File: src/rtl/tcm_pkg.sv
package tcm_pkg;

    localparam int TCM_BYTE_W = 8;

    typedef enum logic [1:0] {
        NIB_DEFAULT = 2'd0,
        NIB_COUNT   = 2'd1,
        NIB_INSERT  = 2'd2,
        NIB_ONES    = 2'd3
    } nib_src_e;

    function automatic nib_src_e upper_src(input logic use_cnt, input logic use_ins);
        nib_src_e s;
        case ({use_cnt, use_ins})
            2'b10:   s = NIB_COUNT;
            2'b01:   s = NIB_INSERT;
            2'b11:   s = NIB_ONES;
            default: s = NIB_DEFAULT;
        endcase
        return s;
    endfunction

endpackage

File: src/rtl/tcm_tx_mux.sv
module tcm_tx_mux #(
    parameter int BYTE_W = tcm_pkg::TCM_BYTE_W
) (
    input  logic                   clk,
    input  logic                   rst_n,
    input  logic                   frame_i,
    input  logic                   sel_cnt_i,
    input  logic                   sel_ins_cnt_i,
    input  logic                   sel_ins_dch_i,
    input  logic [BYTE_W-1:0]      cfg_default_i,
    input  logic [BYTE_W-1:0]      ins_byte_i,
    input  logic [BYTE_W/2-1:0]    rx_errcnt_i,
    output logic [BYTE_W-1:0]      tx_byte_o
);
    localparam int NIB_W = BYTE_W / 2;

    typedef struct packed {
        logic [NIB_W-1:0] hi;
        logic [NIB_W-1:0] lo;
    } tx_state_t;

    tx_state_t        st_d, st_q;
    tcm_pkg::nib_src_e src;

    always_comb begin
        src  = tcm_pkg::upper_src(sel_cnt_i, sel_ins_cnt_i);
        st_d = st_q;
        if (frame_i) begin
            case (src)
                tcm_pkg::NIB_COUNT:  st_d.hi = rx_errcnt_i;
                tcm_pkg::NIB_INSERT: st_d.hi = ins_byte_i[BYTE_W-1:NIB_W];
                tcm_pkg::NIB_ONES:   st_d.hi = '1;
                default:             st_d.hi = cfg_default_i[BYTE_W-1:NIB_W];
            endcase
            st_d.lo = sel_ins_dch_i ? ins_byte_i[NIB_W-1:0] : cfg_default_i[NIB_W-1:0];
        end
    end

    always_ff @(posedge clk or negedge rst_n) begin
        if (!rst_n) st_q <= '0;
        else        st_q <= st_d;
    end

    assign tx_byte_o = {st_q.hi, st_q.lo};
endmodule

File: src/rtl/tcm_rx_mon.sv
module tcm_rx_mon #(
    parameter int BYTE_W = tcm_pkg::TCM_BYTE_W
) (
    input  logic              clk,
    input  logic              rst_n,
    input  logic              frame_i,
    input  logic [BYTE_W-1:0] rx_byte_i,
    input  logic              clr_i,
    output logic [BYTE_W-1:0] rx_latch_o,
    output logic              isf_o,
    output logic              tec_o
);
    localparam int NIB_W = BYTE_W / 2;

    typedef struct packed {
        logic [BYTE_W-1:0] latch;
        logic              isf;
        logic              tec;
    } rx_state_t;

    rx_state_t        st_d, st_q;
    logic [NIB_W-1:0] cnt_nib;
    logic             isf_hit;
    logic             tec_hit;

    always_comb begin
        cnt_nib = rx_byte_i[BYTE_W-1:NIB_W];
        isf_hit = frame_i && (cnt_nib == '1);
        tec_hit = frame_i && (cnt_nib != '0) && (cnt_nib != '1);

        st_d     = st_q;
        if (frame_i) st_d.latch = rx_byte_i;
        st_d.isf = isf_hit | (st_q.isf & ~clr_i);
        st_d.tec = tec_hit | (st_q.tec & ~clr_i);
    end

    always_ff @(posedge clk or negedge rst_n) begin
        if (!rst_n) st_q <= '0;
        else        st_q <= st_d;
    end

    assign rx_latch_o = st_q.latch;
    assign isf_o      = st_q.isf;
    assign tec_o      = st_q.tec;
endmodule

File: src/rtl/tcm_byte_proc.sv
module tcm_byte_proc #(
    parameter int BYTE_W = tcm_pkg::TCM_BYTE_W
) (
    input  logic                clk,
    input  logic                rst_n,
    input  logic                frame_i,
    input  logic                sel_cnt_i,
    input  logic                sel_ins_cnt_i,
    input  logic                sel_ins_dch_i,
    input  logic [BYTE_W-1:0]   cfg_default_i,
    input  logic [BYTE_W-1:0]   ins_byte_i,
    input  logic [BYTE_W/2-1:0] rx_errcnt_i,
    output logic [BYTE_W-1:0]   tx_byte_o,
    input  logic [BYTE_W-1:0]   rx_byte_i,
    input  logic                clr_i,
    input  logic                mask_i,
    output logic [BYTE_W-1:0]   rx_latch_o,
    output logic                isf_o,
    output logic                tec_o,
    output logic                irq_o
);
    tcm_tx_mux #(.BYTE_W(BYTE_W)) tx_i (
        .clk           (clk),
        .rst_n         (rst_n),
        .frame_i       (frame_i),
        .sel_cnt_i     (sel_cnt_i),
        .sel_ins_cnt_i (sel_ins_cnt_i),
        .sel_ins_dch_i (sel_ins_dch_i),
        .cfg_default_i (cfg_default_i),
        .ins_byte_i    (ins_byte_i),
        .rx_errcnt_i   (rx_errcnt_i),
        .tx_byte_o     (tx_byte_o)
    );

    tcm_rx_mon #(.BYTE_W(BYTE_W)) rx_i (
        .clk        (clk),
        .rst_n      (rst_n),
        .frame_i    (frame_i),
        .rx_byte_i  (rx_byte_i),
        .clr_i      (clr_i),
        .rx_latch_o (rx_latch_o),
        .isf_o      (isf_o),
        .tec_o      (tec_o)
    );

    // Mask acts on the output only; flags keep recording underneath it.
    assign irq_o = (isf_o | tec_o) & ~mask_i;
endmodule

File: config.mk
export PLATFORM = sky130hd
export DESIGN_NAME = tcm_byte_proc
export DESIGN_NICKNAME = d
export VERILOG_FILES = /design/src/rtl/tcm_pkg.sv /design/src/rtl/tcm_tx_mux.sv /design/src/rtl/tcm_rx_mon.sv /design/src/rtl/tcm_byte_proc.sv
export SDC_FILE = /design/constraint.sdc
export NUM_CORES = 1
export LEC_CHECK = 0
export BUFFER_PORTS_ARGS = -buffer_cell sky130_fd_sc_hd__buf_4
export CORE_UTILIZATION = 43
export DETAILED_ROUTE_END_ITERATION = 12
export PLACE_DENSITY = 0.8
export SLEW_MARGIN = 0
export SYNTH_ARGS = -nofsm -noshare
export SYNTH_HDL_FRONTEND = slang
export SYNTH_SLANG_ARGS = --single-unit
File: constraint.sdc
create_clock -name clk -period 1.6 [get_ports clk]
set_clock_uncertainty 0.15 [all_clocks]
set_input_delay 0.4 -clock clk [delete_from_list [all_inputs] [get_ports clk]]
set_output_delay 0.4 -clock clk [all_outputs]
set_load 0.1 [all_outputs]
# Word level (Yosys, flattened, before mapping)
# Index checks and enable logic that the tools add are counted.
[classes]
shift = 0
n_div = 0
multipliers = 0
reduce_logical = 4
eq_ne = 8
order_cmp = 0
bitwise_logic = 8
mux = 3
addsub = 0
[op_table]
columns = ["operator", "n"]
rows = [
  ["case mux 4 bit (3 select lines)", 1],
  ["equality test 2 bit (second input constant)", 4],
  ["case mux 2 bit (3 select lines)", 1],
  ["equality test 2 x 1 -> 1 bit (second input constant)", 2],
  ["equality test 4 bit (second input constant)", 1],
  ["two-way mux 4 bit", 1],
  ["inequality test 4 bit (second input constant)", 1],
  ["nonzero test 4 bit", 1],
  ["AND 1 bit", 3],
  ["logical AND 1 bit", 3],
  ["bitwise OR 1 bit", 3],
  ["NOT 1 bit", 2],
]
[word_totals]
romBits = 0
memories = 0
latchBits = 0
inputBits = 36
regBits = 18
word_cells = 28
ram_bits = 0

# Depth between registers and ports, before layout
# Gate-level depths: netlist of run 1.
[logic_depth]
ltp_word = 4
ltp_mapped = 4
ltp_nobuf = 3

# By module
# From an unflattened synthesis of run 1, not the netlist that was laid out.
[hier_totals]
cells_unflattened = 66
area_unflattened_um2 = 859.6
[by_module_without_submodules]
columns = ["module", "cells_each", "area_per_inst_um2", "instances", "seq_area_each_um2"]
rows = [
  ["tcm_tx_mux", 40, 464.2, 1, 200.2],
  ["tcm_rx_mon", 25, 385.4, 1, 250.2],
  ["tcm_byte_proc", 1, 10.0, 1, 0.0],
]

# Worst setup path after synthesis of run 1
# Ideal clock, no wire load.
[synth_timing]
path_type = "register to output"
start = "register rx_i.st_q, in the netlist rx_i.isf_o"
end = "output port irq_o"
stages_incl_launch_ff = 3
t_arrival_ns = 2.546
t_required_ns = 1.050
path_slack_ns = -1.496
cell_sequence = "dfrtp_1 > inv_1 > a21oi_1"
[synth_between]
elab_chain_cells = 2
[synth_lines]
columns = ["element", "line_no", "source"]
rows = [
  ["start, declared", "tcm_rx_mon.sv:21", "rx_state_t st_d, st_q;"],
  ["start signal, assigned", "tcm_rx_mon.sv:39", "else st_q <= st_d;"],
  ["bitwise OR 1 bit", "tcm_byte_proc.sv:47", "assign irq_o = (isf_o | tec_o) & ~mask_i;"],
  ["AND 1 bit", "tcm_byte_proc.sv:47", ""],
  ["end, declared", "tcm_byte_proc.sv:20", "output logic irq_o"],
]
# Every way passes these cells.

# Worst setup path after layout of run 1
# Same ends and word-level chain as after synthesis.

==> results of run 1 <==
==> area by class of cell <==
type,instances,area [um^2]
clock buffers,4,26.28
fillers,143,452.9
inverters,6,25.02
multi-input cells,39,320.3
flip-flops and latches,18,457.9
well taps,25,31.28
repair buffers,55,431.7
==> repair_timing <==
item	CTS	global route
pin swaps	0	1
hold endpoints to repair	18	0
resized for setup	3	1
hold buffers	1	0
setup endpoints to repair	1	2
==> path summary, 6_finish.rpt <==
check                                                    start                        endpoint  slack, ns  depth (start not counted)
worst max-delay path                      rx_i.isf_o$_DFF_PN0_                           irq_o      -0.08                          3
worst min-delay path                                     clr_i            rx_i.tec_o$_DFF_PN0_       0.13                          2
worst max register to register  rx_i.rx_latch_o[5]$_DFFE_PN0P_  rx_i.rx_latch_o[5]$_DFFE_PN0P_       0.67                          1
worst min register to register  rx_i.rx_latch_o[5]$_DFFE_PN0P_  rx_i.rx_latch_o[5]$_DFFE_PN0P_       0.36                          1
max in group asynchronous                                rst_n            rx_i.isf_o$_DFF_PN0_       0.75                          2
min in group asynchronous                                rst_n  rx_i.rx_latch_o[7]$_DFFE_PN0P_       0.33                          2
==> cell usage in the layout (no fill, tap or decap), drive strengths merged <==
| cell | count |
|---|---|
| buf | 54 |
| dfrtp | 18 |
| mux2 | 12 |
| inv | 6 |
| a21oi | 5 |
| o21ai | 5 |
| mux2i | 4 |
| nor2 | 4 |
| o221ai | 4 |
| clkbuf | 4 |
| and4 | 1 |
| nand2 | 1 |
| o41ai | 1 |
| o22ai | 1 |
| nand2b | 1 |
| dlygate4sd3 | 1 |
==> report_power, final <==
group | switching, W | total (W) | internal [W]
Combinational | 0.000444 | 0.000611 | 0.000167
Sequential | 0.0000263 | 0.000528 | 0.000502
Clock | 0.000138 | 0.000234 | 0.0000967
Total | 0.000607 | 0.00137 | 0.000766
==> stage by stage <==
step | power, W | setup slack [ns]
6_report | 0.001373 | -0.07680
5_1_grt | 0.001424 | -0.1192
4_1_cts | 0.001385 | -0.08026
3_5_place_dp | 0.001141 | 0.1354
3_3_place_gp | 0.001132 | 0.1511
2_1_floorplan | 0.0009682 | -0.2019
==> registers in the layout, summed over array words and instances, names as in the netlist <==
name and cells:
tx_i.tx_byte_o 8, rx_i.isf_o 1, rx_i.rx_latch_o 8, rx_i.tec_o 1
==> cells by family (layout without fill, tap and decap cells) <==
group                  Yosys count  in the layout  share of synthesized area
and+or+nand+nor                  7              7                    0.04166
muxes                           16             16                     0.2160
buffers and inverters           10             65                    0.06326
AOI/OAI and AO/OA               16             16                     0.1234
DFF                             18             18                     0.5556
==> critical path: cells and delay by family, from the launching register on <==
family / cells / cell delay [ns]
AO/OA/AOI/OAI: 1 / 0.16
buffers and inverters: 2 / 0.24
flip-flops: 1 / 0.43
==> routing by layer <==
| metal | wire length (um) | vias up | GRT usage |
|---|---|---|---|
| li1 | - | 349 | - |
| met1 | 741 | 334 | 0.2454 |
| met2 | 875 | 37 | 0.3029 |
| met3 | 178 | 2 | 0.03968 |
| met4 | 9 | 0 | 0.09091 |
| met5 | 0 | - | 0 |
==> flow_summary.ini, run 1 <==
[synthesis]
synth.lib_cells_used.distinct = 19
synthMostInstantiatedCell = sky130_fd_sc_hd__dfrtp_1
ys_seq_elements = 18
seq_area_frac_synth = 0.5556
ys_top_cells_by_count = 18 x sky130_fd_sc_hd__dfrtp_1, 6 x sky130_fd_sc_hd__inv_1, 6 x sky130_fd_sc_hd__mux2_1, 6 x sky130_fd_sc_hd__mux2_2, 5 x sky130_fd_sc_hd__a21oi_1
number_of_flops_mapped_to_enable_cells_by_yosys = 0
syn-mean-instance-area_um2 = 12.10
asyncSetResetFlopFracSynth = 1.000
synth_top_area_cell = sky130_fd_sc_hd__dfrtp_1
synthCells = 67
synthDominantCellAreaShare = 0.5556
ys_warn_count = 0
synth_area_leaders = sky130_fd_sc_hd__dfrtp_1 56%, sky130_fd_sc_hd__mux2_1 8.3%, sky130_fd_sc_hd__mux2_2 8.3%
postSynth.topFlopCell = sky130_fd_sc_hd__dfrtp_1
synthesis.area_um2 = 810.8
mappedNetlistNets = 103

[global_route]
groute.usage.overall = 0.1899
grt_start_max_net_pins = 27
grt_pass1_wl_um = 2787
vias_in_the_first_global_route = 686
antenna_found_initial = 0
grt.overflow.total = 0

[clock_tree]
clock_latency_ns = 0.28
ctsHtreeMaxLevel = 1
clkSlewWorstSetupHoldPaths_ns = 0.11
cts_buffers = 3
clock-sinks = 18
cts.repair_timing.setup_buffer_count = 0
cts_buffer_depth = 2
clock_tree.root_cell = sky130_fd_sc_hd__clkbuf_4
cts_tree = built

[drt]
wl_per_cell_um = 12.27
routed-via-count = 722
detail_route.vias_per_cell = 4.912
detailed_router_s_first_iteration_violation_count = 9
drtPass1Iterations = 3
route.antenna.remaining_nets = 0
wl_um = 1804
drcViolationCount = 0

[sta]
min_period_over_period = 1.048
maxClockFrequency_ghz = 0.5964
total_count_of_hold_check_failures_in_the_final_report = 0
maxSlewHeadroom = 0.7934
report.final.setup_viol = 1
finalCriticalPeriod_ns = 1.677
drv_slew = 0
setup_ws_ns = -0.07680
fin_hold_ws_ns = 0.1339
rsz0062_at_grt = yes
measured_slew_at_the_worst_slew_check_pin_ns = 0.3059
totalNegativeSetupSlack_ns = -0.07680

[critical_path]
critical_path.startpoint_type = register
criticalPathCategory = reg2out
timing.critical_path.cells = inv_2, a21oi_4, buf_12
timing.critical_path.required_ns = 1.05
crit_path_end_kind = output port
arrival_ns = 1.13
timing.critical_path.fanout_max = 2
crit_path_top_delay_cell = sky130_fd_sc_hd__dfrtp_4
critical-path-max-stage-delay_ns = 0.43

[die]
fp.dieW_um = 45.42
core_area_mm2 = 0.001745
num_rows = 15
ios = 55
design.die.area_mm2 = 0.002063
die_h_um = 45.42
initial_core_utilization = 0.4645

[power]
total_leakage_power_nw = 0.6270
worst_ir_drop_vdd_mv = 0.8062
power_density_mw_per_mm2 = 1062

[placement]
hpwl_after_detailed_placement_um = 1396
dp_cells = 142
placed_area_mm2 = 0.001240
gp_congestion = 0.6901
io_buffer_count = 54

[layout]
syn2layout_area_growth_pct = 59.41
num-nets-final = 159
final_design_area_no_fill_mm2 = 0.001292
layout-drive-gt1-share = 0.5574
stdcell_count = 147
antenna_cells_inserted = 0
final_util = 0.7405

[min_path]
min_path_type = in2reg

[job]
maxCapViolations = 0

[outcome]
run_status = complete, but fails checks
failed_checks = setup timing
No activity file was read; power rests on OpenSTA's default activity.
==> inputs of run 2 (changes only) <==
- CORE_UTILIZATION: 43 -> 36
- PLACE_DENSITY: 0.8 -> 0.72
- clock period: 1.6 -> 1.4 ns (I/O delays scaled with it)
==> flow_summary.ini, run 2 (same netlist as run 1, synthesis figures left out) <==
[outcome]
run_status = complete, but fails checks
failed_checks = setup timing

[sta]
measured_slew_at_the_worst_slew_check_pin_ns = 0.2960
setup_ws_ns = -0.2216
maxSlewHeadroom = 0.8001
fin_hold_ws_ns = 0.07857
drv_slew = 0
maxClockFrequency_ghz = 0.6167
rsz0062_at_grt = yes
report.final.setup_viol = 5
total_count_of_hold_check_failures_in_the_final_report = 0
min_period_over_period = 1.158
finalCriticalPeriod_ns = 1.622

[critical_path]
timing.critical_path.from = rx_i.tec_o$_DFF_PN0_
timing.critical_path.required_ns = 0.90
critical_path.startpoint_type = register
rr_startpoint = rx_i.rx_latch_o[4]$_DFFE_PN0P_
register_to_register_setup_slack_ns = 0.41
criticalPathCategory = reg2out
crit_path_end_kind = output port
critical-path-max-stage-delay_ns = 0.46
timing.critical_path.fanout_max = 2
arrival_ns = 1.12
worstReg2RegEnd = rx_i.rx_latch_o[4]$_DFFE_PN0P_
crit_path_top_delay_cell = sky130_fd_sc_hd__dfrtp_4
worst_r2r_path_depth = 1
timing.critical_path.cells = inv_4, a21oi_4, buf_12

[layout]
final_design_area_no_fill_mm2 = 0.001530
stdcell_count = 151
syn2layout_area_growth_pct = 88.73
final_cell_mix = 38 x sky130_fd_sc_hd__buf_4, 17 x sky130_fd_sc_hd__buf_12, 8 x sky130_fd_sc_hd__dfrtp_2, 8 x sky130_fd_sc_hd__dfrtp_1
num-nets-final = 161
final_util = 0.7494
layout-drive-gt1-share = 0.6371
final_common_cell = sky130_fd_sc_hd__buf_4
antenna_cells_inserted = 0

[clock_tree]
cts_buffer_depth = 2
clock_tree.root_cell = sky130_fd_sc_hd__clkbuf_4
clock_latency_ns = 0.28
clock-sinks = 18
cts_tree = built
ctsHtreeMaxLevel = 1
cts_buffers = 3
clkSlewWorstSetupHoldPaths_ns = 0.10

[drt]
detailed_router_s_first_iteration_violation_count = 4
route.antenna.remaining_nets = 0
wl_per_cell_um = 13.64
detail_route.vias_per_cell = 4.934
wl_um = 2059
routed-via-count = 745
drtPass1Iterations = 4
drcViolationCount = 0

[global_route]
antenna_found_initial = 0
groute.usage.overall = 0.1839
grt_start_max_net_pins = 19
grt.overflow.total = 0
grt_pass1_wl_um = 3353
vias_in_the_first_global_route = 758

[placement]
hpwl_after_detailed_placement_um = 1499
io_buffer_count = 54
gp_congestion = 0.6287
dp_cells = 145
placed_area_mm2 = 0.001260

[power]
fin_total_pwr_w = 0.001784
worst_ir_drop_vdd_mv = 0.8944
total_leakage_power_nw = 0.7095
power_density_mw_per_mm2 = 1166

[job]
maxCapViolations = 0

[die]
initial_core_utilization = 0.3971
die_h_um = 49.46
fp.dieW_um = 49.46
design.die.area_mm2 = 0.002446
num_rows = 16
core_area_mm2 = 0.002042
ios = 55

[min_path]
min_delay_worst_endpoint = rx_i.isf_o$_DFF_PN0_
timing.hold.worst.start = clr_i
whs_path_depth = 2
min_path_type = in2reg
run 2: cell count changes in the layout (fill, tap and decap cells not counted):
cell,previous run,this run
sky130_fd_sc_hd__buf_12,1,17
sky130_fd_sc_hd__buf_4,52,38
sky130_fd_sc_hd__dfrtp_1,16,8
sky130_fd_sc_hd__dfrtp_2,0,8
sky130_fd_sc_hd__clkbuf_1,1,0
sky130_fd_sc_hd__clkbuf_8,0,1
run 2: routing by layer:
metal | part of all wire | vias to the layer above | wire, um | GRT usage
met5 | 0 | - | 0 | 0
met4 | 0.018 | 0 | 38 | 0.07143
met3 | 0.084 | 4 | 173 | 0.05247
met2 | 0.53 | 41 | 1101 | 0.3311
met1 | 0.36 | 346 | 746 | 0.2028
li1 | - | 354 | - | -
run 2: critical path: cells and delay by family, from the launching register on:
kind | cells | cell delay, ns
DFF | 1 | 0.46
buffers and inverters | 2 | 0.23
AOI/OAI and AO/OA | 1 | 0.14
run 2: repair_timing:
item | CTS | global route
endpoints found under the setup margin | 19 | 19
hold endpoints to repair | 18 | 0
buffers inserted | 1 | 0
hold buffers | 1 | 0
resized for setup | 35 | 17
pin swaps | 1 | 0
run 2: layout make-up:
type                    instances  area (um^2)
clock buffers                   4        36.28
fillers                       147        511.7
inverters                       6        25.02
multi-input cells              39        320.3
flip-flops and latches         18        467.9
well taps                      27        33.78
repair buffers                 57        646.9
run 2: power breakdown:
part / switching, W / total (W) / internal (W) / leakage [nW]
registers: 0.0000561 / 0.000634 / 0.000578 / 0.199
logic: 0.000512 / 0.000832 / 0.000320 / 0.489
clock network: 0.000159 / 0.000317 / 0.000158 / 0.0210
total: 0.000727 / 0.00178 / 0.00106 / 0.709
run 2: worst max path at each step:
stage               endpoint  slack (ns)  depth (start not counted)
floorplan              irq_o       -0.35                          2
global placement       irq_o        0.05                          3
CTS                    irq_o       -0.21                          3
global route           irq_o       -0.27                          3
finish                 irq_o       -0.22                          3
detailed placement     irq_o        0.04                          3
run 2: through the flow:
step	TNS [ns]	setup WS, ns
detailed placement	0	0.03716
global route	-0.9952	-0.2709
finish	-0.4361	-0.2216
CTS	-0.4993	-0.2114
global placement	0	0.04989
floorplan	-0.3519	-0.3519
